`config.mk`:
```
export PLATFORM = sky130hd
export DESIGN_NAME = lane_key_parity_if
export DESIGN_NICKNAME = d
export VERILOG_FILES = /design/src/rtl/lkp_pkg.sv /design/src/rtl/lkp_key_latch.sv /design/src/rtl/lkp_lane_mapper.sv /design/src/rtl/lkp_lane_unmapper.sv /design/src/rtl/lane_key_parity_if.sv
export SDC_FILE = /design/constraint.sdc
export NUM_CORES = 1
export LEC_CHECK = 0
export BUFFER_PORTS_ARGS = -buffer_cell sky130_fd_sc_hd__buf_4
export CORE_MARGIN = 2
export CORE_UTILIZATION = 45
export DETAILED_ROUTE_END_ITERATION = 16
export PLACE_DENSITY = 0.93
export SYNTH_ARGS = -nofsm -noshare
export SYNTH_HDL_FRONTEND = slang
export SYNTH_HIERARCHICAL = 1
export SYNTH_SLANG_ARGS = --single-unit
```
`constraint.sdc`:
```
create_clock -name clk -period 4.3 [get_ports clk]
set_input_delay 0.43 -clock clk [delete_from_list [all_inputs] [get_ports clk]]
set_output_delay 0.43 -clock clk [all_outputs]
set_load 0.01 [all_outputs]
```
`src/rtl/lkp_pkg.sv`:
```
package lkp_pkg;

  // Parity sense selected by the low key bit.
  typedef enum logic {
    POL_EVEN = 1'b0,
    POL_ODD  = 1'b1
  } pol_e;

  // Default geometry of the port.
  localparam int unsigned LKP_DATA_W = 8;
  localparam int unsigned LKP_ADDR_W = 8;

  // Parity bit for a logical data word under the given polarity.
  function automatic logic lkp_parity(input logic [LKP_DATA_W-1:0] d, input pol_e p);
    return (^d) ^ logic'(p);
  endfunction

endpackage

```
`src/rtl/lkp_key_latch.sv`:
```
module lkp_key_latch #(
  parameter int unsigned KEY_W = 4
) (
  input  logic             clk,
  input  logic             rst_n,
  input  logic [KEY_W-1:0] seed_i,
  output logic [KEY_W-1:0] key_o,
  output logic             key_ok_o
);

  // The key is taken exactly once, on the first edge out of reset.
  always_ff @(posedge clk or negedge rst_n) begin
    if (!rst_n) begin
      key_o    <= '0;
      key_ok_o <= 1'b0;
    end else if (!key_ok_o) begin
      key_o    <= seed_i;
      key_ok_o <= 1'b1;
    end
  end

  // once captured, the key neither changes nor is dropped before reset.
  a_r1_key_hold: assert property (@(posedge clk) disable iff (!rst_n)
    key_ok_o |=> (key_ok_o && $stable(key_o)));

endmodule

```
`src/rtl/lkp_lane_mapper.sv`:
```
module lkp_lane_mapper
  import lkp_pkg::*;
#(
  parameter int unsigned DATA_W = 8,
  parameter int unsigned LANE_W = $clog2(DATA_W)
) (
  input  logic [DATA_W-1:0] data_i,
  input  logic [LANE_W-1:0] lane_i,
  input  pol_e              pol_i,
  output logic [DATA_W:0]   phys_o
);

  logic par;

  assign par = (^data_i) ^ logic'(pol_i);

  // The displaced logical bit rides on the extra top line.
  assign phys_o[DATA_W] = data_i[lane_i];

  for (genvar i = 0; i < DATA_W; i++) begin : g_line
    assign phys_o[i] = (lane_i == LANE_W'(i)) ? par : data_i[i];
  end

endmodule

```
`src/rtl/lkp_lane_unmapper.sv`:
```
module lkp_lane_unmapper
  import lkp_pkg::*;
#(
  parameter int unsigned DATA_W = 8,
  parameter int unsigned LANE_W = $clog2(DATA_W)
) (
  input  logic              clk,
  input  logic              rst_n,
  input  logic              rvalid_i,
  input  logic [DATA_W:0]   phys_i,
  input  logic [LANE_W-1:0] lane_i,
  input  pol_e              pol_i,
  output logic              valid_o,
  output logic [DATA_W-1:0] data_o,
  output logic              fault_o
);

  logic expected_par;
  logic stored_par;

  for (genvar i = 0; i < DATA_W; i++) begin : g_line
    assign data_o[i] = (lane_i == LANE_W'(i)) ? phys_i[DATA_W] : phys_i[i];
  end

  assign stored_par   = phys_i[lane_i];
  assign expected_par = (^data_o) ^ logic'(pol_i);
  assign valid_o      = rvalid_i;
  assign fault_o      = rvalid_i & (expected_par != stored_par);

  // a fault is only ever reported alongside a valid read return.
  a_r7_fault_qualified: assert property (@(posedge clk) disable iff (!rst_n)
    fault_o |-> valid_o);

endmodule

```
`src/rtl/lane_key_parity_if.sv`:
```
module lane_key_parity_if
  import lkp_pkg::*;
#(
  parameter int unsigned ADDR_W = LKP_ADDR_W,
  parameter int unsigned DATA_W = LKP_DATA_W,
  // Derived: lane index width; keep at its default.
  parameter int unsigned LANE_W = $clog2(DATA_W)
) (
  input  logic              clk,
  input  logic              rst_n,
  input  logic [LANE_W:0]   key_seed,
  input  logic              req_valid,
  output logic              req_ready,
  input  logic              req_write,
  input  logic [ADDR_W-1:0] req_addr,
  input  logic [DATA_W-1:0] req_wdata,
  output logic              mem_valid,
  input  logic              mem_ready,
  output logic              mem_write,
  output logic [ADDR_W-1:0] mem_addr,
  output logic [DATA_W:0]   mem_wdata,
  input  logic              mem_rvalid,
  input  logic [DATA_W:0]   mem_rdata,
  output logic              rd_valid,
  output logic [DATA_W-1:0] rd_data,
  output logic              rd_fault
);

  localparam int unsigned KEY_W = LANE_W + 1;

  logic [KEY_W-1:0]  key;
  logic              key_ok;
  logic [LANE_W-1:0] lane;
  pol_e              pol;

  lkp_key_latch #(.KEY_W(KEY_W)) u_key (
    .clk      (clk),
    .rst_n    (rst_n),
    .seed_i   (key_seed),
    .key_o    (key),
    .key_ok_o (key_ok)
  );

  // Upper key bits pick the lane, the lowest bit picks the polarity.
  assign lane = key[KEY_W-1:1];
  assign pol  = pol_e'(key[0]);

  // Request channel: pass-through gated by the key being held.
  assign mem_valid = req_valid & key_ok;
  assign req_ready = mem_ready & key_ok;
  assign mem_write = req_write;
  assign mem_addr  = req_addr;

  lkp_lane_mapper #(.DATA_W(DATA_W), .LANE_W(LANE_W)) u_map (
    .data_i (req_wdata),
    .lane_i (lane),
    .pol_i  (pol),
    .phys_o (mem_wdata)
  );

  lkp_lane_unmapper #(.DATA_W(DATA_W), .LANE_W(LANE_W)) u_unmap (
    .clk      (clk),
    .rst_n    (rst_n),
    .rvalid_i (mem_rvalid),
    .phys_i   (mem_rdata),
    .lane_i   (lane),
    .pol_i    (pol),
    .valid_o  (rd_valid),
    .data_o   (rd_data),
    .fault_o  (rd_fault)
  );

  // nothing reaches the memory before the key exists.
  a_r2_quiet_before_key: assert property (@(posedge clk) disable iff (!rst_n)
    !key_ok |-> (!req_ready && !mem_valid));

  // the nine physical lines of a write obey the keyed polarity.
  a_r4_line_polarity: assert property (@(posedge clk) disable iff (!rst_n)
    (mem_valid && mem_write) |-> ((^mem_wdata) == key[0]));

  // the top line carries the logical bit displaced by parity.
  a_r3_top_line: assert property (@(posedge clk) disable iff (!rst_n)
    (mem_valid && mem_write) |-> (mem_wdata[DATA_W] == req_wdata[lane]));

endmodule

```
Word-level counts from Yosys, hierarchy flattened
Index checks and enable logic that the tools add are counted.
{"block": "word_totals", "register_bits": 5, "inputBits": 35, "wordCells": 40}
{"block": "op_classes", "order_cmp": 2, "n_eq_ne": 8, "n_mux": 20, "bitwise_logic": 5, "reduce_logical": 3}
{"cell": "1-bit 2-to-1 mux", "n": 18}
{"cell": "8-bit XOR reduction", "n": 2}
{"cell": "3-bit equality test (second input constant)", "n": 4}
{"cell": "1-bit binary-select mux with 3-bit select", "n": 2}
{"cell": "3-bit by 2-bit equality test with 1-bit output (second input constant)", "n": 2}
{"cell": "3-bit by 5-bit less-than comparator with 1-bit output (second input constant)", "n": 1}
{"cell": "3-bit by 4-bit less-than comparator with 1-bit output (second input constant)", "n": 1}
{"cell": "1-bit bitwise AND", "n": 3}
{"cell": "3-bit by 1-bit equality test with 1-bit output (second input constant)", "n": 1}
{"cell": "3-bit zero test", "n": 1}
{"cell": "1-bit XOR", "n": 2}
{"cell": "1-bit inequality test", "n": 1}

Longest topological paths before layout
Gate-level depths: netlist of run 1.
{"block": "depth", "depth_word": 6, "mapped_depth": 7, "mapped_depth_nobuf": 6}

Cells and area by module
Netlist of run 1, hierarchy kept.
{"module": "lkp_lane_unmapper", "instances": 1, "cells_per_inst": 32, "area_per_inst_um2": 391.6, "seq_area_each_um2": 0.0}
{"module": "lkp_lane_mapper", "instances": 1, "cells_per_inst": 31, "area_per_inst_um2": 311.5, "seq_area_each_um2": 0.0}
{"module": "lkp_key_latch", "instances": 1, "cells_per_inst": 10, "area_per_inst_um2": 173.9, "seq_area_each_um2": 125.1}
{"module": "lane_key_parity_if", "instances": 1, "cells_per_inst": 11, "area_per_inst_um2": 80.1, "seq_area_each_um2": 0.0}

Worst setup path before layout of run 1
No wires, ideal clock.
{"block": "synth_path", "kind": "register to output", "startpoint": "register u_key.key_o[3]", "endpoint": "output port rd_fault", "arrival_time_ns": 1.913, "required_time_ns": 3.870, "path_slack_ns": 1.957, "stages_incl_launch_ff": 8, "path_buffers": 1, "path_cell_list": "dfrtp_1 buf_6 nor3_2 mux2_4 xor2_2 xor3_1 xnor3_1 and2_1"}
{"block": "synth_via", "elab_chain_cells": 6}
{"element": "from (decl)", "line_no": "lkp_key_latch.sv:7", "rtl": "output logic [KEY_W-1:0] key_o,"}
{"element": "from (signal assigned)", "line_no": "lkp_key_latch.sv:17", "rtl": "key_o <= seed_i;"}
{"element": "3-bit zero test", "line_no": "lkp_lane_unmapper.sv:22", "rtl": "assign data_o[i] = (lane_i == LANE_W'(i)) ? phys_i[DATA_W] : phys_i[i];"}
{"element": "1-bit 2-to-1 mux", "line_no": "lkp_lane_unmapper.sv:22"}
{"element": "named net rd_data[0]", "line_no": "lane_key_parity_if.sv:25", "rtl": "output logic [DATA_W-1:0] rd_data,"}
{"element": "8-bit XOR reduction", "line_no": "lkp_lane_unmapper.sv:26", "rtl": "assign expected_par = (^data_o) ^ logic'(pol_i);"}
{"element": "1-bit XOR", "line_no": "lkp_lane_unmapper.sv:26"}
{"element": "1-bit inequality test", "line_no": "lkp_lane_unmapper.sv:28", "rtl": "assign fault_o = rvalid_i & (expected_par != stored_par);"}
{"element": "1-bit bitwise AND", "line_no": "lkp_lane_unmapper.sv:28"}
{"element": "to (decl)", "line_no": "lane_key_parity_if.sv:26", "rtl": "output logic rd_fault"}
The timed path passes the listed nets, and every way through them passes these cells. The select of a mux whose other input is x is not followed.

Worst setup path in the final report of run 1
{"block": "layout_path", "startpoint": "register u_key.key_o[2]", "endpoint": "output port rd_fault"}
{"block": "layout_via", "elab_chain_cells": 6}
{"element": "3-bit by 1-bit equality test with 1-bit output (tied with other cells)", "line_no": "lkp_lane_unmapper.sv:22"}
{"element": "1-bit 2-to-1 mux", "line_no": "lkp_lane_unmapper.sv:22"}
{"element": "8-bit XOR reduction", "line_no": "lkp_lane_unmapper.sv:26"}
{"element": "1-bit XOR", "line_no": "lkp_lane_unmapper.sv:26"}
{"element": "1-bit inequality test *", "line_no": "lkp_lane_unmapper.sv:28"}
{"element": "1-bit bitwise AND *", "line_no": "lkp_lane_unmapper.sv:28"}
Mark *: on every way between the ends. The rest lies on a longest branch, timed or not. The select of a mux whose other input is x is not followed.

==> metrics.txt, run 1 <==
# TYPE chip_impl_metric gauge
chip_impl_metric{name="numCtsBuffers",unit=""} 3
chip_impl_metric{name="core-area",unit="µm²"} 1980
chip_impl_info{name="list_of_cells_traversed_by_the_critical_path",value="nand2_1 -> nor2_1 -> mux2_2 -> xor3_1 -> xnor3_1 -> and2_1 -> buf_4"} 1
chip_impl_metric{name="final_min_period_over_clock_period",unit=""} 0.731
chip_impl_metric{name="rows",unit=""} 16
chip_impl_metric{name="portBuffers",unit=""} 46
chip_impl_metric{name="path_clk_slew",unit="ns"} 0.05
chip_impl_metric{name="detail_route.vias_per_cell",unit=""} 5.31
chip_impl_metric{name="routed_wirelength",unit="µm"} 2080
chip_impl_info{name="status",value="complete, no violations"} 1
chip_impl_info{name="dominantRegCellSynth",value="dfrtp_1"} 1
chip_impl_metric{name="finClkSkew",unit="ns"} 0.00542
chip_impl_metric{name="synth-edff-count",unit=""} 0
chip_impl_metric{name="post_route_cells_drive_above_1_share",unit=""} 0.681
chip_impl_info{name="hp-class",value="input pin to flop"} 1
chip_impl_metric{name="die-height",unit="µm"} 50.1
chip_impl_metric{name="diodes",unit=""} 0
chip_impl_info{name="crit_path_end_kind",value="output port"} 1
chip_impl_metric{name="synth-seq-area-share",unit=""} 0.131
chip_impl_metric{name="hold_viol_final",unit=""} 0
chip_impl_metric{name="worstSkewPairLatency",unit="ns"} 0.24
chip_impl_metric{name="firstDrtPassIters",unit=""} 4
chip_impl_info{name="cts_tree",value="yes"} 1
chip_impl_metric{name="max_clock_freq",unit="MHz"} 318
chip_impl_metric{name="fin_setup_tns",unit="ns"} 0
chip_impl_metric{name="period_needed",unit="ns"} 3.14
chip_impl_metric{name="initial_core_utilization",unit=""} 0.483
chip_impl_metric{name="asyncSetResetFlopFracSynth",unit=""} 1.00
chip_impl_metric{name="worst_path_setup_slack_after_routing",unit="ns"} 1.16
chip_impl_metric{name="grt_start_max_net_pins",unit=""} 22
chip_impl_metric{name="route.antenna.remaining_nets",unit=""} 0
chip_impl_metric{name="avgSynthCellArea",unit="µm²"} 11.4
chip_impl_metric{name="wire_per_inst",unit="µm"} 14.2
chip_impl_metric{name="globalRouteOverflowTotal",unit=""} 0
chip_impl_metric{name="combinational_fraction_of_design_power",unit=""} 0.629
chip_impl_metric{name="ys_warn_count",unit=""} 6
chip_impl_metric{name="die_width",unit="µm"} 50.1
chip_impl_metric{name="dp_hpwl",unit="µm"} 1650
chip_impl_metric{name="final_nets",unit=""} 155
chip_impl_metric{name="crit_arrival",unit="ns"} 2.71
chip_impl_info{name="timing_worst_setup_path_type",value="flop to output port"} 1
chip_impl_metric{name="synth.top_cell.area_share",unit=""} 0.200
chip_impl_metric{name="grtUsageTotal",unit=""} 0.186
chip_impl_info{name="cp_slowest_cell",value="dfrtp_1"} 1
chip_impl_metric{name="synthDistinctLibCells",unit=""} 28
chip_impl_metric{name="instances_no_fill",unit=""} 146
chip_impl_metric{name="leakagePower",unit="nW"} 0.589
chip_impl_info{name="ys_top_cells_by_area",value="mux2_2 (20%), dfrtp_1 (13%), buf_4 (7.8%)"} 1
chip_impl_metric{name="gp_congestion",unit=""} 0.760
chip_impl_metric{name="number_of_max_capacitance_violations_reported",unit=""} 0
chip_impl_metric{name="synthCells",unit=""} 84
chip_impl_metric{name="swShare",unit=""} 0.344
chip_impl_metric{name="clockPowerShare",unit=""} 0.162
chip_impl_metric{name="worst-slew-pin-transition",unit="ns"} 0.770
chip_impl_metric{name="first_global_vias",unit=""} 765
chip_impl_metric{name="clock-sinks",unit=""} 5
chip_impl_metric{name="top_level_ports",unit=""} 65
chip_impl_info{name="synth_area_leader_cell",value="mux2_2"} 1
chip_impl_metric{name="p_per_area",unit="nW/µm²"} 273
chip_impl_metric{name="grt_pass1_wl",unit="µm"} 3510
chip_impl_metric{name="place_worst_setup_slack",unit="ns"} 1.41
chip_impl_metric{name="grt_antenna_before_repair",unit=""} 0
chip_impl_metric{name="fill_cells",unit=""} 151
chip_impl_metric{name="cts_max_path_buffers",unit=""} 2
chip_impl_metric{name="cp_slowest_stage_delay",unit="ns"} 0.82
chip_impl_metric{name="cp.required",unit="ns"} 3.87
chip_impl_metric{name="finalSetupViolCount",unit=""} 0
chip_impl_metric{name="vdd_ir_drop_max",unit="V"} 0.000209
chip_impl_info{name="start_kind",value="flop"} 1
chip_impl_metric{name="postSynthNetCount",unit=""} 119
chip_impl_metric{name="cts_htree_levels",unit=""} 1
chip_impl_info{name="cts_root_buf",value="clkbuf_4"} 1
chip_impl_metric{name="power.net_switching",unit="W"} 0.000118
chip_impl_metric{name="crit_path_max_fanout",unit=""} 21
chip_impl_metric{name="internal-power",unit="W"} 0.000224
chip_impl_info{name="most-common-layout-cells",value="buf_4 (46), mux2_2 (17), dfrtp_1 (5), xnor2_1 (5)"} 1
chip_impl_metric{name="max_slew_margin",unit=""} 0.486
chip_impl_metric{name="netlist_area",unit="µm²"} 957
chip_impl_metric{name="dr.first_iter.drc_count",unit=""} 13
chip_impl_metric{name="route.vias.total",unit=""} 775
chip_impl_info{name="mostFrequentLayoutCell",value="buf_4"} 1
chip_impl_metric{name="dpl.cell_count",unit=""} 141
chip_impl_metric{name="design.die.area",unit="µm²"} 2510
chip_impl_metric{name="report.power.total",unit="W"} 0.000342
chip_impl_metric{name="seq_cells_post_synth",unit=""} 5
chip_impl_metric{name="finalHoldWorstSlack",unit="ns"} 0.414
chip_impl_metric{name="layout-area-overhead-vs-synth",unit="%"} 30.8
chip_impl_metric{name="drt_drc_violations_left",unit=""} 0
chip_impl_metric{name="cts_resized",unit=""} 0
chip_impl_info{name="grt_setup_unrepaired",value="false"} 1
chip_impl_metric{name="slew_violations",unit=""} 0
chip_impl_metric{name="power.share.sequential",unit=""} 0.209
metrics by stage:
step                instance area, µm²   util
finish                            1250  0.632
detailed placement                1220  0.614
global route                      1250  0.632
CTS                               1250  0.632
global placement                  1220  0.614
floorplan                          957      -
cell usage after synthesis, types with 2 or more instances:
cell,n
nand3b_1,3
nor3b_1,3
buf_4,10
xor2_1,2
and2_1,3
clkbuf_1,3
nor2_1,3
dfrtp_1,5
mux4_2,3
mux2_4,4
xnor2_1,5
nand3_1,2
mux2_2,17
nand2_1,4
xnor3_2,2
buf_6,3
power groups by stage:
stage / combinational [W] / sequential [W] / clock, W
after floorplan: 0.000169 / 0.0000557 / 0
after global placement: 0.000209 / 0.0000702 / 0
after detailed placement: 0.000215 / 0.0000719 / 0
after CTS: 0.000217 / 0.0000714 / 0.0000575
after global routing: 0.000230 / 0.0000733 / 0.0000619
final: 0.000215 / 0.0000714 / 0.0000553
kinds of logic (layout without fill, tap and decap cells):
kind of cell | after synthesis | in the layout | synth area share
DFF | 5 | 5 | 0.131
buffers and inverters | 16 | 51 | 0.125
and+or+nand+nor | 23 | 23 | 0.161
muxes | 26 | 26 | 0.371
xor gates and xnor gates | 13 | 13 | 0.208
other | 1 | 1 | 0.00392
routing by layer:
metal,vias to the layer above,track usage,routed length (µm)
met5,-,0,0
met4,0,0.111,45
met3,16,0.0303,113
met2,30,0.316,1120
met1,370,0.218,798
li1,359,-,-
worst paths after layout:
kind / to / slack [ns] / startpoint / depth (start not counted)
worst max-delay path: rd_fault / 1.16 / u_key/key_o[2]$_DFFE_PN0N_ / 7
worst min-delay path: u_key/key_o[0]$_DFFE_PN0N_ / 0.41 / key_seed[0] / 2
worst max register to register: u_key/key_o[1]$_DFFE_PN0N_ / 3.11 / u_key/key_o[1]$_DFFE_PN0N_ / 1
worst min register to register: u_key/key_o[0]$_DFFE_PN0N_ / 0.59 / u_key/key_o[0]$_DFFE_PN0N_ / 1
max in group asynchronous: u_key/key_o[1]$_DFFE_PN0N_ / 3.66 / rst_n / 2
min in group asynchronous: u_key/key_o[0]$_DFFE_PN0N_ / 0.52 / rst_n / 2
layout make-up:
| type | count | area, µm² | share of cell area |
|---|---|---|---|
| clock buffers | 4 | 26.3 | 0.0210 |
| multi-input cells | 63 | 712 | 0.568 |
| flip-flops and latches | 5 | 125 | 0.0999 |
| well taps | 27 | 33.8 | 0.0270 |
| repair buffers | 47 | 355 | 0.284 |
repair_timing:
action | CTS | global route
hold endpoints to repair | 5 | 0
endpoints found under the setup margin | 0 | 0
buffers inserted | 0 | 0
hold buffers | 1 | 0
worst max-delay path: cells and delay by family, from the launching register on:
| kind | cells | cell delay, ns |
|---|---|---|
| mux | 1 | 0.38 |
| simple gates | 3 | 0.42 |
| flops | 1 | 0.82 |
| xor+xnor | 2 | 0.71 |
| buf+inv | 1 | 0.14 |
registers in the layout, summed over array words and instances (netlist names):
signal          count
u_key/key_ok_o      1
u_key/key_o         4
Power figures use the tool's default switching activity.
==> run 2: changes to the inputs <==
Settings changed: CORE_UTILIZATION 45 to 38, PLACE_DENSITY 0.93 to 0.84.
Clock period 4.3 ns to 2.8 ns, I/O delays scaled along.
==> run 2 against run 1 <==
  * Critical endpoint unchanged
  * Hold slack worse by 0.14 ns
  * Non-clock buffer count grew 3
  * Register-to-register slack got worse by 1.4 ns
  * Design area grew 2.4%
  * Sequential power grew 40%
==> metrics.txt, run 2 (synthesized netlist as in run 1, its figures left out) <==
# TYPE chip_impl_metric gauge
chip_impl_metric{name="top_level_ports",unit=""} 65
chip_impl_metric{name="grt_pass1_wl",unit="µm"} 3250
chip_impl_metric{name="path_clk_slew",unit="ns"} 0.04
chip_impl_info{name="hp-class",value="input pin to flop"} 1
chip_impl_metric{name="finClkSkew",unit="ns"} 0.000943
chip_impl_metric{name="gp_congestion",unit=""} 0.697
chip_impl_metric{name="drt_drc_violations_left",unit=""} 0
chip_impl_info{name="most_flops_register",value="u_key/key_o"} 1
chip_impl_metric{name="period_needed",unit="ns"} 2.61
chip_impl_metric{name="dp_hpwl",unit="µm"} 1710
chip_impl_info{name="largestRegisters",value="u_key/key_o (4), u_key/key_ok_o (1)"} 1
chip_impl_metric{name="power.net_switching",unit="W"} 0.000179
chip_impl_metric{name="buf_inv_on_cp",unit=""} 1
chip_impl_metric{name="die-height",unit="µm"} 54.2
chip_impl_metric{name="power.share.sequential",unit=""} 0.189
chip_impl_metric{name="die_width",unit="µm"} 54.2
chip_impl_metric{name="wire_per_inst",unit="µm"} 14.2
chip_impl_metric{name="p_per_area",unit="nW/µm²"} 412
chip_impl_info{name="start_kind",value="flop"} 1
chip_impl_metric{name="routed_wirelength",unit="µm"} 2160
chip_impl_metric{name="fin_setup_tns",unit="ns"} 0
chip_impl_metric{name="slew_violations",unit=""} 0
chip_impl_info{name="crit_path_end_kind",value="output port"} 1
chip_impl_info{name="list_of_cells_traversed_by_the_critical_path",value="nor3_2 -> mux2_4 -> xor2_2 -> xor3_1 -> xnor3_1 -> and2_1 -> buf_4"} 1
chip_impl_metric{name="design.die.area",unit="µm²"} 2940
chip_impl_metric{name="leakagePower",unit="nW"} 0.600
chip_impl_metric{name="layout.core_utilization",unit=""} 0.527
chip_impl_info{name="cts_tree",value="yes"} 1
chip_impl_info{name="critical_path_s_top_delay_family",value="XOR/XNOR gates"} 1
chip_impl_info{name="cp_slowest_cell",value="dfrtp_2"} 1
chip_impl_metric{name="swShare",unit=""} 0.339
chip_impl_metric{name="dr.first_iter.drc_count",unit=""} 4
chip_impl_metric{name="largest_reg_flops",unit=""} 4
chip_impl_metric{name="post_route_cells_drive_above_1_share",unit=""} 0.713
chip_impl_metric{name="vdd_ir_drop_max",unit="V"} 0.000231
chip_impl_metric{name="dpl_cell_area",unit="µm²"} 1240
chip_impl_metric{name="crit_arrival",unit="ns"} 2.33
chip_impl_metric{name="max_clock_freq",unit="MHz"} 383
chip_impl_metric{name="postCtsSetupRepairBufs",unit=""} 0
chip_impl_metric{name="cp_slowest_stage_delay",unit="ns"} 0.50
chip_impl_info{name="timing_worst_setup_path_type",value="flop to output port"} 1
chip_impl_metric{name="number_of_max_capacitance_violations_reported",unit=""} 0
chip_impl_metric{name="hold_viol_final",unit=""} 0
chip_impl_metric{name="internal-power",unit="W"} 0.000350
chip_impl_metric{name="final_nets",unit=""} 158
chip_impl_metric{name="detail_route.vias_per_cell",unit=""} 5.01
chip_impl_metric{name="crit_path_max_fanout",unit=""} 11
chip_impl_metric{name="cts_max_path_buffers",unit=""} 2
chip_impl_metric{name="core-area",unit="µm²"} 2430
chip_impl_metric{name="rows",unit=""} 18
chip_impl_info{name="grt_setup_unrepaired",value="false"} 1
chip_impl_metric{name="grt_antenna_before_repair",unit=""} 0
chip_impl_info{name="status",value="complete, no violations"} 1
chip_impl_metric{name="diodes",unit=""} 0
chip_impl_metric{name="cts_htree_levels",unit=""} 1
chip_impl_metric{name="combinational_fraction_of_design_power",unit=""} 0.652
chip_impl_metric{name="finalHoldWorstSlack",unit="ns"} 0.278
chip_impl_metric{name="firstDrtPassIters",unit=""} 2
chip_impl_metric{name="numCtsBuffers",unit=""} 3
chip_impl_metric{name="fin_area",unit="µm²"} 1280
chip_impl_info{name="mostFrequentLayoutCell",value="buf_4"} 1
chip_impl_metric{name="report.power.total",unit="W"} 0.000529
chip_impl_metric{name="route.antenna.remaining_nets",unit=""} 0
chip_impl_metric{name="layout-area-overhead-vs-synth",unit="%"} 34.0
chip_impl_info{name="cts_root_buf",value="clkbuf_4"} 1
chip_impl_info{name="most-common-layout-cells",value="buf_4 (49), mux2_2 (17), xnor2_1 (5), nand2_1 (4), mux2_4 (4)"} 1
chip_impl_metric{name="grt_start_max_net_pins",unit=""} 12
chip_impl_metric{name="globalRouteOverflowTotal",unit=""} 0
chip_impl_metric{name="initial_core_utilization",unit=""} 0.394
chip_impl_metric{name="grtUsageTotal",unit=""} 0.155
chip_impl_metric{name="portBuffers",unit=""} 46
chip_impl_metric{name="cp.required",unit="ns"} 2.52
chip_impl_metric{name="worstSkewPairLatency",unit="ns"} 0.24
chip_impl_metric{name="clockPowerShare",unit=""} 0.159
chip_impl_metric{name="finalSetupViolCount",unit=""} 0
chip_impl_metric{name="final_min_period_over_clock_period",unit=""} 0.931
chip_impl_metric{name="first_global_vias",unit=""} 758
chip_impl_metric{name="clock-sinks",unit=""} 5
chip_impl_metric{name="route.vias.total",unit=""} 761
[run 2: cell types whose count changed in the layout (fill, tap and decap cells not counted), sizes merged]
cell,before,now
buf,46,49
[run 2: per-layer routing]
| metal | share of wire | wire length (µm) | up-vias | global-route usage |
|---|---|---|---|---|
| met1 | 0.38 | 823 | 360 | 0.164 |
| met5 | 0 | 0 | - | 0 |
| met2 | 0.53 | 1140 | 38 | 0.305 |
| met4 | 0.0028 | 6 | 0 | 0.0458 |
| li1 | - | - | 361 | - |
| met3 | 0.089 | 193 | 2 | 0.0278 |
[run 2: layout make-up]
| type | count | area, µm² |
|---|---|---|
| well taps | 30 | 37.5 |
| flip-flops and latches | 5 | 129 |
| multi-input cells | 63 | 712 |
| clock buffers | 4 | 26.3 |
| fillers | 218 | 1150 |
| repair buffers | 50 | 378 |
[run 2: power by group through the flow]
stage          clock network, W  registers (W)  logic (W)
6_report              0.0000840       0.000100   0.000345
5_1_grt               0.0000944       0.000102   0.000374
4_1_cts               0.0000883      0.0000989   0.000348
3_5_place_dp                  0       0.000100   0.000345
3_3_place_gp                  0      0.0000983   0.000340
2_1_floorplan                 0      0.0000855   0.000260
[run 2: worst reg2reg max path, delay by kind of cell, from the launching register on]
| family | cells | cell delay (ns) |
|---|---|---|
| flops | 1 | 0.50 |
| mux | 1 | 0.28 |
| buf+inv | 1 | 0.22 |
[run 2: path summary, 6_finish.rpt]
path	start	cells past startpoint	end	slack [ns]
min in group asynchronous	rst_n	2	u_key/key_o[0]$_DFFE_PN0N_	0.41
worst min-delay path	key_seed[2]	2	u_key/key_o[2]$_DFFE_PN0N_	0.28
worst max-delay path	u_key/key_o[2]$_DFFE_PN0N_	7	rd_fault	0.19
worst min register to register	u_key/key_o[0]$_DFFE_PN0N_	1	u_key/key_o[0]$_DFFE_PN0N_	0.60
max in group asynchronous	rst_n	2	u_key/key_o[2]$_DFFE_PN0N_	2.27
worst max register to register	u_key/key_o[1]$_DFFE_PN0N_	2	u_key/key_o[1]$_DFFE_PN0N_	1.68
[run 2: repair_timing]
action | in CTS | in global routing
gates resized for setup | 0 | 3
hold buffers | 1 | 0
endpoints found under the hold margin | 5 | 0
endpoints found under the setup margin | 0 | 1
[run 2: metrics by stage]
step,setup slack (ns),instances
global route,0.0639,152
finish,0.192,152
detailed placement,0.330,147
floorplan,0.607,84
CTS,0.0645,152
global placement,0.385,147
==> run 3: changes to the inputs <==
Settings changed: ABC_AREA from default to 1, CORE_UTILIZATION 38 to 43, PLACE_DENSITY 0.84 to 0.85.
==> run 3 against run 2 <==
  * Sequential share of layout area is 2.6 points lower
  * Sequential cell count stayed put
  * Global-route usage is 3.9 points higher
  * Non-clock buffer count stayed put
  * First-iteration DRC count grew to 14 times the previous value
  * Cell count is 120% higher
  * Total power is 0.11% higher
  * Area after synthesis is 42% higher
  * Clock skew hardly changed
  * Via count is 110% higher
  * Register-to-register slack better by 0.02 ns
==> metrics.txt, run 3 <==
# TYPE chip_impl_metric gauge
chip_impl_metric{name="asyncSetResetFlopFracSynth",unit=""} 1.00
chip_impl_info{name="most_flops_register",value="u_key/key_o"} 1
chip_impl_metric{name="layout-area-overhead-vs-synth",unit="%"} 24.1
chip_impl_metric{name="cts_htree_levels",unit=""} 1
chip_impl_metric{name="globalRouteOverflowTotal",unit=""} 0
chip_impl_metric{name="cp.required",unit="ns"} 2.52
chip_impl_metric{name="largest_reg_flops",unit=""} 4
chip_impl_metric{name="portBuffers",unit=""} 46
chip_impl_metric{name="worst-slew-pin-transition",unit="ns"} 0.762
chip_impl_metric{name="route.antenna.remaining_nets",unit=""} 0
chip_impl_metric{name="dr.first_iter.drc_count",unit=""} 57
chip_impl_info{name="hp-class",value="input pin to flop"} 1
chip_impl_info{name="yosysMostFrequentCell",value="nand2_1"} 1
chip_impl_metric{name="finalHoldWorstSlack",unit="ns"} 0.226
chip_impl_metric{name="number_of_max_capacitance_violations_reported",unit=""} 0
chip_impl_metric{name="cp_slowest_stage_delay",unit="ns"} 0.83
chip_impl_metric{name="postSynthNetCount",unit=""} 287
chip_impl_metric{name="grtUsageTotal",unit=""} 0.194
chip_impl_metric{name="place_worst_setup_slack",unit="ns"} 0.574
chip_impl_metric{name="crit_path_max_fanout",unit=""} 16
chip_impl_metric{name="clock-sinks",unit=""} 5
chip_impl_metric{name="dpl_cell_area",unit="µm²"} 1650
chip_impl_metric{name="final_nets",unit=""} 326
chip_impl_info{name="critical_path_s_top_delay_family",value="flip-flops"} 1
chip_impl_metric{name="gp_congestion",unit=""} 0.881
chip_impl_metric{name="fill_cells",unit=""} 318
chip_impl_metric{name="synth-edff-count",unit=""} 0
chip_impl_metric{name="max_slew_margin",unit=""} 0.492
chip_impl_info{name="cts_tree",value="yes"} 1
chip_impl_info{name="grt_setup_unrepaired",value="false"} 1
chip_impl_metric{name="worst_path_setup_slack_after_routing",unit="ns"} 0.322
chip_impl_metric{name="grt.met1_usage",unit=""} 0.251
chip_impl_metric{name="finalSetupViolCount",unit=""} 0
chip_impl_metric{name="diodes",unit=""} 0
chip_impl_info{name="synth.cells.most_frequent",value="nand2_1 (100), nand3_1 (26), inv_1 (24)"} 1
chip_impl_metric{name="wire_per_inst",unit="µm"} 9.63
chip_impl_info{name="cts_root_buf",value="clkbuf_4"} 1
chip_impl_metric{name="fin_setup_tns",unit="ns"} 0
chip_impl_metric{name="leakagePower",unit="nW"} 0.997
chip_impl_metric{name="first_global_vias",unit=""} 1337
chip_impl_info{name="dominantRegCellSynth",value="dfrtp_1"} 1
chip_impl_metric{name="slew_violations",unit=""} 0
chip_impl_metric{name="synth-seq-area-share",unit=""} 0.0919
chip_impl_metric{name="period_needed",unit="ns"} 2.48
chip_impl_info{name="start_kind",value="flop"} 1
chip_impl_metric{name="netlist_area",unit="µm²"} 1360
chip_impl_metric{name="initial_core_utilization",unit=""} 0.450
chip_impl_metric{name="finClkSkew",unit="ns"} 0.000741
chip_impl_metric{name="rows",unit=""} 20
chip_impl_info{name="largestRegisters",value="u_key/key_o (4), u_key/key_ok_o (1)"} 1
chip_impl_metric{name="top_level_ports",unit=""} 65
chip_impl_metric{name="core-area",unit="µm²"} 3030
chip_impl_metric{name="final_min_period_over_clock_period",unit=""} 0.885
chip_impl_metric{name="grt_start_max_net_pins",unit=""} 17
chip_impl_info{name="timing_worst_setup_path_type",value="flop to output port"} 1
chip_impl_metric{name="p_per_area",unit="nW/µm²"} 314
chip_impl_info{name="status",value="complete, no violations"} 1
chip_impl_metric{name="firstDrtPassIters",unit=""} 4
chip_impl_metric{name="die_width",unit="µm"} 60.3
chip_impl_metric{name="fin_area",unit="µm²"} 1690
chip_impl_metric{name="vdd_ir_drop_max",unit="V"} 0.000223
chip_impl_metric{name="hold_viol_final",unit=""} 0
chip_impl_metric{name="numCtsBuffers",unit=""} 3
chip_impl_info{name="list_of_cells_traversed_by_the_critical_path",value="nand2_4 -> nor2_4 -> nand2_1 -> o21ai_0 -> nand2_1 -> nand2_1 -> nand2_1 -> nand2_1 -> nand2_1 -> nand2_1 -> nand2_1 -> a21oi_2 -> buf_4"} 1
chip_impl_metric{name="ys_warn_count",unit=""} 6
chip_impl_metric{name="design.die.area",unit="µm²"} 3630
chip_impl_info{name="most-common-layout-cells",value="nand2_1 (100), buf_4 (49), nand3_1 (26), inv_1 (24), nand2_2 (20)"} 1
chip_impl_metric{name="route.vias.total",unit=""} 1608
chip_impl_info{name="grt_most_used_layer",value="met2"} 1
chip_impl_metric{name="detail_route.vias_per_cell",unit=""} 4.81
chip_impl_metric{name="path_clk_slew",unit="ns"} 0.05
chip_impl_metric{name="post_route_cells_drive_above_1_share",unit=""} 0.324
chip_impl_metric{name="max_clock_freq",unit="MHz"} 404
chip_impl_info{name="cp_slowest_cell",value="dfrtp_1"} 1
chip_impl_metric{name="crit_arrival",unit="ns"} 2.20
chip_impl_metric{name="synth.top_cell.area_share",unit=""} 0.276
chip_impl_metric{name="synthDistinctLibCells",unit=""} 27
chip_impl_metric{name="routed_wirelength",unit="µm"} 3220
chip_impl_metric{name="drt_drc_violations_left",unit=""} 0
chip_impl_info{name="ys_top_cells_by_area",value="nand2_1 (28%), nand3_1 (9.6%), dfrtp_1 (9.2%)"} 1
chip_impl_metric{name="worstSkewPairLatency",unit="ns"} 0.25
chip_impl_metric{name="avgSynthCellArea",unit="µm²"} 5.40
chip_impl_metric{name="dp_hpwl",unit="µm"} 2670
chip_impl_info{name="crit_path_end_kind",value="output port"} 1
chip_impl_metric{name="grt_antenna_before_repair",unit=""} 0
chip_impl_metric{name="synthCells",unit=""} 252
chip_impl_info{name="mostFrequentLayoutCell",value="nand2_1"} 1
chip_impl_metric{name="die-height",unit="µm"} 60.3
chip_impl_metric{name="layout.core_utilization",unit=""} 0.558
chip_impl_info{name="critical-path-top-cell-by-count",value="nand2_1"} 1
chip_impl_metric{name="seq_cells_post_synth",unit=""} 5
chip_impl_metric{name="grt_use_met2",unit=""} 0.326
chip_impl_metric{name="grt_pass1_wl",unit="µm"} 5470
chip_impl_metric{name="buf_inv_on_cp",unit=""} 1
chip_impl_metric{name="grt_use_met3",unit=""} 0.0130
chip_impl_metric{name="cts_max_path_buffers",unit=""} 2
chip_impl_info{name="synth_area_leader_cell",value="nand2_1"} 1
==> run 3: cell types whose count changed in the layout (fill, tap and decap cells not counted), sizes merged, moves of 5 or more <==
cell	change
nor2	+13
mux2	-21
inv	+31
o21ai	+12
nand4	+5
xnor2	-5
nand3	+30
nand2	+117
a21oi	+5
==> run 3: logic make-up after synthesis <==
family / after synthesis / share of synthesized area
buffers and inverters: 49 / 0.192
AND/OR/NAND/NOR: 175 / 0.618
XOR/XNOR: 2 / 0.0129
other: 1 / 0.00275
AO/OA/AOI/OAI: 20 / 0.0827
flip-flops: 5 / 0.0919
==> run 3: path summary, 6_finish.rpt <==
| kind | startpoint | end | slack [ns] | depth (start not counted) |
|---|---|---|---|---|
| hold / removal | key_seed[0] | u_key/key_o[0]$_DFFE_PN0N_ | 0.23 | 3 |
| min in group asynchronous | rst_n | u_key/key_o[3]$_DFFE_PN0N_ | 0.36 | 2 |
| setup reg to reg | u_key/key_o[2]$_DFFE_PN0N_ | u_key/key_o[2]$_DFFE_PN0N_ | 1.70 | 3 |
| setup / recovery | u_key/key_o[1]$_DFFE_PN0N_ | rd_fault | 0.32 | 13 |
| max in group asynchronous | rst_n | u_key/key_o[0]$_DFFE_PN0N_ | 2.33 | 2 |
| hold reg to reg | u_key/key_o[0]$_DFFE_PN0N_ | u_key/key_o[0]$_DFFE_PN0N_ | 0.60 | 2 |
==> run 3: metrics by stage <==
step | std cells | power (W)
finish | 334 | 0.000530
CTS | 334 | 0.000534
global placement | 329 | 0.000438
floorplan | 252 | 0.000344
detailed placement | 329 | 0.000443
global route | 334 | 0.000580
==> run 3: area by class of cell <==
class | instances | area [µm²] | area share
Tap cell | 44 | 55.1 | 0.0326
Inverter | 33 | 129 | 0.0763
Clock inverter | 1 | 5.00 | 0.00296
Clock buffer | 3 | 22.5 | 0.0133
Sequential cell | 5 | 125 | 0.0741
Timing Repair Buffer | 50 | 378 | 0.224
Multi-Input combinational cell | 198 | 975 | 0.577
==> run 3: repair_timing <==
action | in CTS | in global routing
resized for setup | 0 | 0
hold buffers | 1 | 0
setup buffers | 0 | 0
endpoints found under the hold margin | 5 | 0
==> run 3: worst min-delay path, delay by kind of cell <==
family,cells,cell delay (ns)
AND/OR/NAND/NOR,2,0.09
buffers and inverters,1,0.08
==> run 3: report_power, final <==
group / switching, W / total, W / internal [W] / leakage (nW)
Combinational: 0.000196 / 0.000342 / 0.000146 / 0.919
Clock: 0.0000354 / 0.0000874 / 0.0000520 / 0.0177
Sequential: 0.0000219 / 0.000100 / 0.0000781 / 0.0602
Total: 0.000253 / 0.000530 / 0.000276 / 0.997
==> run 3: per-layer routing <==
layer	share of wire	vias to the layer above	routed length [µm]
met5	0	-	0
met3	0.057	6	183
met1	0.44	700	1430
li1	-	853	-
met4	0.014	0	46
met2	0.48	49	1560
